<file path="src/rtl/cgen_pkg.sv">
package cgen_pkg;

    localparam int unsigned BLK_W  = 16;
    localparam int unsigned PAD    = 2;
    localparam int unsigned ROWS   = 5;
    localparam int unsigned WORD_W = BLK_W + 2 * PAD;
    localparam int unsigned CTX_W  = 10;
    localparam int unsigned IDX_W  = $clog2(BLK_W);
    localparam int unsigned INTRA_ROWS = 3;

    localparam logic [IDX_W-1:0]  LAST_IDX = IDX_W'(BLK_W - 1);
    // columns 0..BLK_W-1 kept, pad columns cleared
    localparam logic [WORD_W-1:0] COL_KEEP = {{PAD{1'b0}}, {BLK_W{1'b1}}, {PAD{1'b0}}};

    typedef enum logic {
        MODE_INTRA = 1'b0,
        MODE_INTER = 1'b1
    } cmode_e;

    typedef logic [WORD_W-1:0] rowword_t;

    // five-pixel horizontal neighbourhood of the current column
    typedef struct packed {
        logic m2;
        logic m1;
        logic z0;
        logic p1;
        logic p2;
    } win_t;

    // tap for offset d sits at WORD_W-1-PAD-d regardless of shift count
    function automatic win_t tap_win(rowword_t r);
        win_t w;
        w.m2 = r[WORD_W + 1 - PAD];
        w.m1 = r[WORD_W     - PAD];
        w.z0 = r[WORD_W - 1 - PAD];
        w.p1 = r[WORD_W - 2 - PAD];
        w.p2 = r[WORD_W - 3 - PAD];
        return w;
    endfunction

    function automatic logic row_used(cmode_e m, int r);
        return (m == MODE_INTER) ? (r < int'(ROWS)) : (r < int'(INTRA_ROWS));
    endfunction

    // vertical offset of array row r relative to the coded line
    function automatic int row_dy(cmode_e m, int r);
        if (m == MODE_INTRA) return r - 2;
        return (r < 2) ? (r - 1) : (r - 3);
    endfunction

    function automatic logic row_outside(cmode_e m, int r, logic [IDX_W-1:0] y);
        int yy;
        yy = int'(y) + row_dy(m, r);
        return (yy < 0) || (yy > int'(BLK_W) - 1);
    endfunction

    // a: line y-2, b: line y-1, c: line y
    function automatic logic [CTX_W-1:0] intra_ctx(win_t a, win_t b, win_t c);
        return {a.m1, a.z0, a.p1, b.m2, b.m1, b.z0, b.p1, b.p2, c.m2, c.m1};
    endfunction

    // cu/cc: current lines y-1/y; mu/mm/md: compensated lines y-1/y/y+1
    function automatic logic [CTX_W-1:0] inter_ctx(win_t cu, win_t cc, win_t mu,
                                                   win_t mm, win_t md);
        return {1'b0, md.z0, mu.z0, mm.m1, mm.z0, mm.p1, cu.m1, cu.z0, cu.p1, cc.m1};
    endfunction

endpackage

</file>
<file path="src/rtl/cgen_rowctl.sv">
module cgen_rowctl
    import cgen_pkg::*;
(
    input  logic             clk,
    input  logic             rst,
    input  logic             ld_i,
    input  logic             blk_start_i,
    input  cmode_e           mode_i,
    input  logic             border_i,
    output logic             accept_o,
    output logic             busy_o,
    output logic [IDX_W-1:0] load_y_o,
    output cmode_e           mode_o
);

    logic             busy_q;
    logic [IDX_W-1:0] col_q;
    logic [IDX_W-1:0] nxt_y_q;
    cmode_e           mode_q;
    logic             border_q;

    assign accept_o = ld_i && (!busy_q || col_q == LAST_IDX);
    assign load_y_o = blk_start_i ? '0 : nxt_y_q;
    assign busy_o   = busy_q;
    assign mode_o   = mode_q;

    always_ff @(posedge clk) begin
        if (rst) begin
            busy_q   <= 1'b0;
            col_q    <= '0;
            nxt_y_q  <= '0;
            mode_q   <= MODE_INTRA;
            border_q <= 1'b0;
        end else if (accept_o) begin
            busy_q   <= 1'b1;
            col_q    <= '0;
            nxt_y_q  <= load_y_o + 1'b1;
            mode_q   <= mode_i;
            border_q <= border_i;
        end else if (busy_q) begin
            col_q <= col_q + 1'b1;
            if (col_q == LAST_IDX) busy_q <= 1'b0;
        end
    end


    reset_idle_chk: assert property (@(posedge clk) disable iff (rst)
        $past(rst) |-> !busy_q);


    run_len_chk: assert property (@(posedge clk) disable iff (rst)
        busy_q && col_q != LAST_IDX |=> busy_q);


    line_end_chk: assert property (@(posedge clk) disable iff (rst)
        busy_q && col_q == LAST_IDX && !ld_i |=> !busy_q);


    mid_load_ignored_chk: assert property (@(posedge clk) disable iff (rst)
        busy_q && col_q != LAST_IDX && ld_i |=> col_q == $past(col_q) + 1'b1);


    mode_hold_chk: assert property (@(posedge clk) disable iff (rst)
        busy_q && col_q != LAST_IDX |=> $stable(mode_q) && $stable(border_q));

endmodule

</file>
<file path="src/rtl/cgen_loadmask.sv">
module cgen_loadmask
    import cgen_pkg::*;
(
    input  rowword_t         raw_i [ROWS],
    input  cmode_e           mode_i,
    input  logic             border_i,
    input  logic [IDX_W-1:0] load_y_i,
    output rowword_t         row_o [ROWS]
);

    always_comb begin
        for (int r = 0; r < int'(ROWS); r++) begin
            if (!row_used(mode_i, r)) begin
                row_o[r] = '0;
            end else if (border_i) begin
                row_o[r] = raw_i[r];
            end else if (row_outside(mode_i, r, load_y_i)) begin
                row_o[r] = '0;
            end else begin
                row_o[r] = raw_i[r] & COL_KEEP;
            end
        end
    end


    pad_clear_chk: assert final (border_i || ((row_o[0] | row_o[1] | row_o[2]
                                 | row_o[3] | row_o[4]) & ~COL_KEEP) == '0);

endmodule

</file>
<file path="src/rtl/cgen_shiftarray.sv">
module cgen_shiftarray
    import cgen_pkg::*;
(
    input  logic     clk,
    input  logic     rst,
    input  logic     accept_i,
    input  logic     busy_i,
    input  rowword_t load_i [ROWS],
    output win_t     win_o  [ROWS]
);

    rowword_t rows_q [ROWS];

    always_ff @(posedge clk) begin
        for (int r = 0; r < int'(ROWS); r++) begin
            if (rst) begin
                rows_q[r] <= '0;
            end else if (accept_i) begin
                rows_q[r] <= load_i[r];
            end else if (busy_i) begin
                rows_q[r] <= rows_q[r] << 1;
            end
        end
    end

    for (genvar gi = 0; gi < int'(ROWS); gi++) begin : g_row
        assign win_o[gi] = tap_win(rows_q[gi]);


        shift_step_chk: assert property (@(posedge clk) disable iff (rst)
            !$past(rst) && $past(busy_i) && !$past(accept_i)
            |-> rows_q[gi][WORD_W-1:1] == $past(rows_q[gi][WORD_W-2:0]));
    end

endmodule

</file>
<file path="src/rtl/cgen_taps.sv">
module cgen_taps
    import cgen_pkg::*;
(
    input  logic             clk,
    input  logic             rst,
    input  win_t             win_i [ROWS],
    input  cmode_e           mode_i,
    input  logic             busy_i,
    output logic [CTX_W-1:0] ctx_o,
    output logic             bit_o
);

    logic [CTX_W-1:0] ctx_intra;
    logic [CTX_W-1:0] ctx_inter;

    assign ctx_intra = intra_ctx(win_i[0], win_i[1], win_i[2]);
    assign ctx_inter = inter_ctx(win_i[0], win_i[1], win_i[2], win_i[3], win_i[4]);

    always_comb begin
        ctx_o = '0;
        bit_o = 1'b0;
        if (busy_i) begin
            if (mode_i == MODE_INTRA) begin
                ctx_o = ctx_intra;
                bit_o = win_i[2].z0;
            end else begin
                ctx_o = ctx_inter;
                bit_o = win_i[1].z0;
            end
        end
    end


    inter_top_zero_chk: assert property (@(posedge clk) disable iff (rst)
        busy_i && mode_i == MODE_INTER |-> !ctx_o[CTX_W-1]);


    idle_quiet_chk: assert property (@(posedge clk) disable iff (rst)
        !busy_i |-> ctx_o == '0 && !bit_o);

endmodule

</file>
<file path="src/rtl/cgen_ctx_gen.sv">
module cgen_ctx_gen
    import cgen_pkg::*;
(
    input  logic                    clk,
    input  logic                    rst,
    input  logic                    ld_i,
    input  logic                    blk_start_i,
    input  logic                    mode_i,
    input  logic                    border_en_i,
    input  logic [ROWS*WORD_W-1:0]  rows_i,
    output logic [CTX_W-1:0]        ctx_o,
    output logic                    bit_o,
    output logic                    vld_o
);

    cmode_e           mode_in;
    cmode_e           mode_q;
    logic             accept;
    logic             busy;
    logic [IDX_W-1:0] load_y;
    rowword_t         raw   [ROWS];
    rowword_t         mask  [ROWS];
    win_t             win   [ROWS];

    assign mode_in = cmode_e'(mode_i);

    for (genvar gi = 0; gi < int'(ROWS); gi++) begin : g_split
        assign raw[gi] = rows_i[gi*WORD_W +: WORD_W];
    end

    cgen_rowctl u_ctl (
        .clk         (clk),
        .rst         (rst),
        .ld_i        (ld_i),
        .blk_start_i (blk_start_i),
        .mode_i      (mode_in),
        .border_i    (border_en_i),
        .accept_o    (accept),
        .busy_o      (busy),
        .load_y_o    (load_y),
        .mode_o      (mode_q)
    );

    cgen_loadmask u_mask (
        .raw_i    (raw),
        .mode_i   (mode_in),
        .border_i (border_en_i),
        .load_y_i (load_y),
        .row_o    (mask)
    );

    cgen_shiftarray u_arr (
        .clk      (clk),
        .rst      (rst),
        .accept_i (accept),
        .busy_i   (busy),
        .load_i   (mask),
        .win_o    (win)
    );

    cgen_taps u_taps (
        .clk    (clk),
        .rst    (rst),
        .win_i  (win),
        .mode_i (mode_q),
        .busy_i (busy),
        .ctx_o  (ctx_o),
        .bit_o  (bit_o)
    );

    assign vld_o = busy;


    b2b_chk: assert property (@(posedge clk) disable iff (rst)
        accept |=> vld_o);

endmodule

</file>
<file path="config.mk">
export PLATFORM = sky130hd
export DESIGN_NAME = cgen_ctx_gen
export DESIGN_NICKNAME = d
export VERILOG_FILES = /design/src/rtl/cgen_pkg.sv /design/src/rtl/cgen_rowctl.sv /design/src/rtl/cgen_loadmask.sv /design/src/rtl/cgen_shiftarray.sv /design/src/rtl/cgen_taps.sv /design/src/rtl/cgen_ctx_gen.sv
export SDC_FILE = /design/constraint.sdc
export NUM_CORES = 1
export LEC_CHECK = 0
export BUFFER_PORTS_ARGS = -buffer_cell sky130_fd_sc_hd__clkbuf_2
export CAP_MARGIN = 20
export CORE_MARGIN = 2
export CORE_UTILIZATION = 48
export CTS_BUF_LIST = sky130_fd_sc_hd__clkbuf_8
export DETAILED_ROUTE_END_ITERATION = 6
export GPL_ROUTABILITY_DRIVEN = 0
export PLACE_DENSITY_LB_ADDON = 0.3
export SLEW_MARGIN = 30
export SYNTH_ARGS = -nofsm -noshare
export SYNTH_HDL_FRONTEND = slang
export SYNTH_SLANG_ARGS = --single-unit
</file>
<file path="constraint.sdc">
create_clock -name clk -period 4.7 [get_ports clk]
set_clock_uncertainty 0.15 [all_clocks]
set_input_delay 0.235 -clock clk [delete_from_list [all_inputs] [get_ports clk]]
set_output_delay 0.235 -clock clk [all_outputs]
set_load 0.02 [all_outputs]
</file>
==> results_dict.tcl <==
set metrics [dict create \
    root_buffer "clkbuf_8" \
    io_pins 118 \
    max_slew_margin 0.394 \
    grt_pass1_wl_mm 21.2 \
    nets 719 \
    ys_warn_count 0 \
    clkPwrFrac 0.329 \
    ctsHtreeMaxLevel 3 \
    synthMuxAreaShare 0.0194 \
    multi_input_area_mm2 0.00244 \
    power_mw 2.03 \
    final_common_cell "clkbuf_2" \
    clockBufferDepth 2 \
    mostFrequentLayoutCells "clkbuf_2 (113), edfxtp_1 (96), a22o_1 (60)" \
    end_kind "flip-flop" \
    synth_seq_cells 106 \
    grt_usage 0.208 \
    setup_violations 0 \
    cp_max_fo 16 \
    grt_pass1_vias 4296 \
    p_per_area_mw_per_mm2 296 \
    die_area_mm2 0.0127 \
    regArea_mm2 0.00308 \
    vias 4308 \
    area_delta_synth_final_pct 21.3 \
    cts_inserted_buffers 9 \
    antenna_found_initial 0 \
    worstPathRequired_ns 4.76 \
    die_h_um 113 \
    grt.overflow.total 0 \
    post_drt_wl_per_cell_um 18.1 \
    final_antenna_net_count 0 \
    synthFlopType "edfxtp_1" \
    path_class "reg2reg" \
    internal-power_mw 1.56 \
    ir_worst_vdd_mv 0.187 \
    clk_latency_ns 0.37 \
    grt_max_degree 79 \
    synth_cell_types 57 \
    slew_viol_final 0 \
    start_util 0.494 \
    synth-edff-count 96 \
    p_sw_mw 0.472 \
    fin_crit_sh 0.801 \
    synth_fa_ha_area_frac 0.0684 \
    tns_ns 0 \
    die_w_um 113 \
    dp_hpwl_mm 8.76 \
    p_comb_frac 0.113 \
    layout-drive-gt1-share 0.262 \
    worstMarginPinSlew_ns 0.903 \
    ys_async_sr_fraction 0 \
    hp-class "in2reg" \
    rsz0062_at_grt "false" \
    hold_slack_ns 0.00146 \
    power_switching_share 0.232 \
    firstDrtPassIters 5 \
    drv_cap 0 \
    sequentialPowerShare 0.558 \
    cts_tree "done" \
    p_leak_nw 2.73 \
    fin_ws_ns 0.936 \
    status "finished, final reports clean" \
    synth_top_family_by_area "compound AO/OA/AOI/OAI gates" \
    drt-initial-drc-count 309 \
    final_core_utilization 0.600 \
    detail_route.vias_per_cell 5.90 \
    wirelength_mm 13.2 \
    crit_arrival_ns 3.82 \
    setup.worst_path.start_class "flip-flop" \
    cts.clk_slew.worst_paths_ns 0.10 \
    num-fill-cells 910 \
    num_antenna_cells 0 \
    postCtsSetupRepairBufs 0 \
    ys_seq_area_frac 0.544 \
    timing.fmax_mhz 266 \
    finalCriticalPeriod_ns 3.76 \
    avgSynthCellArea_um2 12.4 \
    synth_xor_area_frac 0.00618 \
    synth-simple-area-share 0.117 \
    synthCells 456 \
    synth_compound_area_frac 0.214 \
    hold_viol 0 \
    syn_area_mm2 0.00567 \
    synth_fp_nets 593 \
    core.rowCount 39 \
    cts.sinks 106 \
    core_area_mm2 0.0115 \
    drcViolationCount 0 \
    port-buffer-count 113 \
    preCtsSetupSlack_ns 0.894 \
]
==> metal layers <==
metal | global-route usage | wire, um
met4 | 0.0520 | 122
met3 | 0.0362 | 629
met5 | 0 | 0
met1 | 0.287 | 5820
met2 | 0.345 | 6670
==> final cells by class <==
cell class | count | share of cell area
Clock buffer | 9 | 0.0180
Clock inverter | 7 | 0.0169
Inverter | 7 | 0.00382
Tap cell | 143 | 0.0260
Multi-Input combinational cell | 310 | 0.355
Timing Repair Buffer | 148 | 0.132
Sequential cell | 106 | 0.448
==> cells by family (layout without fill, tap and decap cells) <==
| logic type | Yosys count | count (layout) |
|---|---|---|
| compound gates | 160 | 160 |
| flops | 106 | 106 |
| buf+inv | 40 | 171 |
| fa+ha+maj | 31 | 31 |
| simple gates | 104 | 104 |
| xor+xnor | 4 | 4 |
| mux | 11 | 11 |
==> registers in the layout, summed over array words and instances, names as in the netlist <==
name	flops
u_ctl.busy_o	1
u_ctl.col_q	4
u_ctl.mode_o	1
u_ctl.nxt_y_q	4
u_arr.rows_q	96
==> final timing paths <==
check / startpoint / end / slack (ns) / cells past startpoint
worst max-delay path: u_ctl.nxt_y_q[0] / u_arr.rows_q[2][5] / 0.94 / 10
worst min-delay path: rows_i[40] / u_arr.rows_q[2][0] / 0.001 / 2
worst max register to register: u_ctl.nxt_y_q[0] / u_arr.rows_q[2][5] / 0.94 / 10
worst min register to register: u_ctl.nxt_y_q[3] / u_ctl.nxt_y_q[3] / 0.40 / 1
==> synth_stat cells, drive strengths merged, types with 3 or more instances <==
cell type | number | share of area
nand4b | 3 | 0.0046
mux2i | 11 | 0.019
o21ai | 37 | 0.033
a22o | 60 | 0.093
nand4 | 34 | 0.038
nand3 | 5 | 0.0044
nand3b | 3 | 0.0040
clkbuf | 22 | 0.015
inv | 7 | 0.0046
nor2b | 14 | 0.015
or4b | 3 | 0.0053
a21o | 3 | 0.0040
and2 | 5 | 0.0055
dfxtp | 10 | 0.035
a21oi | 10 | 0.0088
ha | 31 | 0.068
buf | 11 | 0.011
a211oi | 4 | 0.0071
nand2 | 10 | 0.0066
a22oi | 32 | 0.042
nor2 | 9 | 0.0060
nor3 | 3 | 0.0055
nor4b | 3 | 0.0046
edfxtp | 96 | 0.51
==> metrics by stage <==
| step | std cells | area [um^2] |
|---|---|---|
| 6_report | 730 | 6880 |
| 5_1_grt | 730 | 6880 |
| 4_1_cts | 726 | 6830 |
| 3_5_place_dp | 686 | 6350 |
| 3_3_place_gp | 686 | 6340 |
| 2_1_floorplan | 456 | 5670 |
==> power by group through the flow <==
stage	Sequential [mW]	Combinational, mW	Clock, mW
after CTS	1.14	0.227	0.674
after detailed placement	1.16	0.210	0
after global placement	1.15	0.200	0
after global routing	1.14	0.254	0.706
after floorplan	1.14	0.126	0
final	1.13	0.230	0.668
==> timing repair <==
| action | 4_1_cts | 5_1_grt |
|---|---|---|
| hold buffers | 24 | 2 |
| gates resized for setup | 0 | 0 |
| endpoints found under the hold margin | 24 | 2 |
==> critical path, stage by stage (launching register included) <==
cell	delay [ns]
dfxtp_1	0.43
nor2b_1	0.24
ha_1	0.40
a21oi_1	0.12
o211ai_1	0.35
nor2_1	0.11
ha_1	0.29
or4b_2	0.63
nor3_4	0.53
nand4_1	0.16
o21ai_0	0.19
Power figures use the tool's default switching activity.
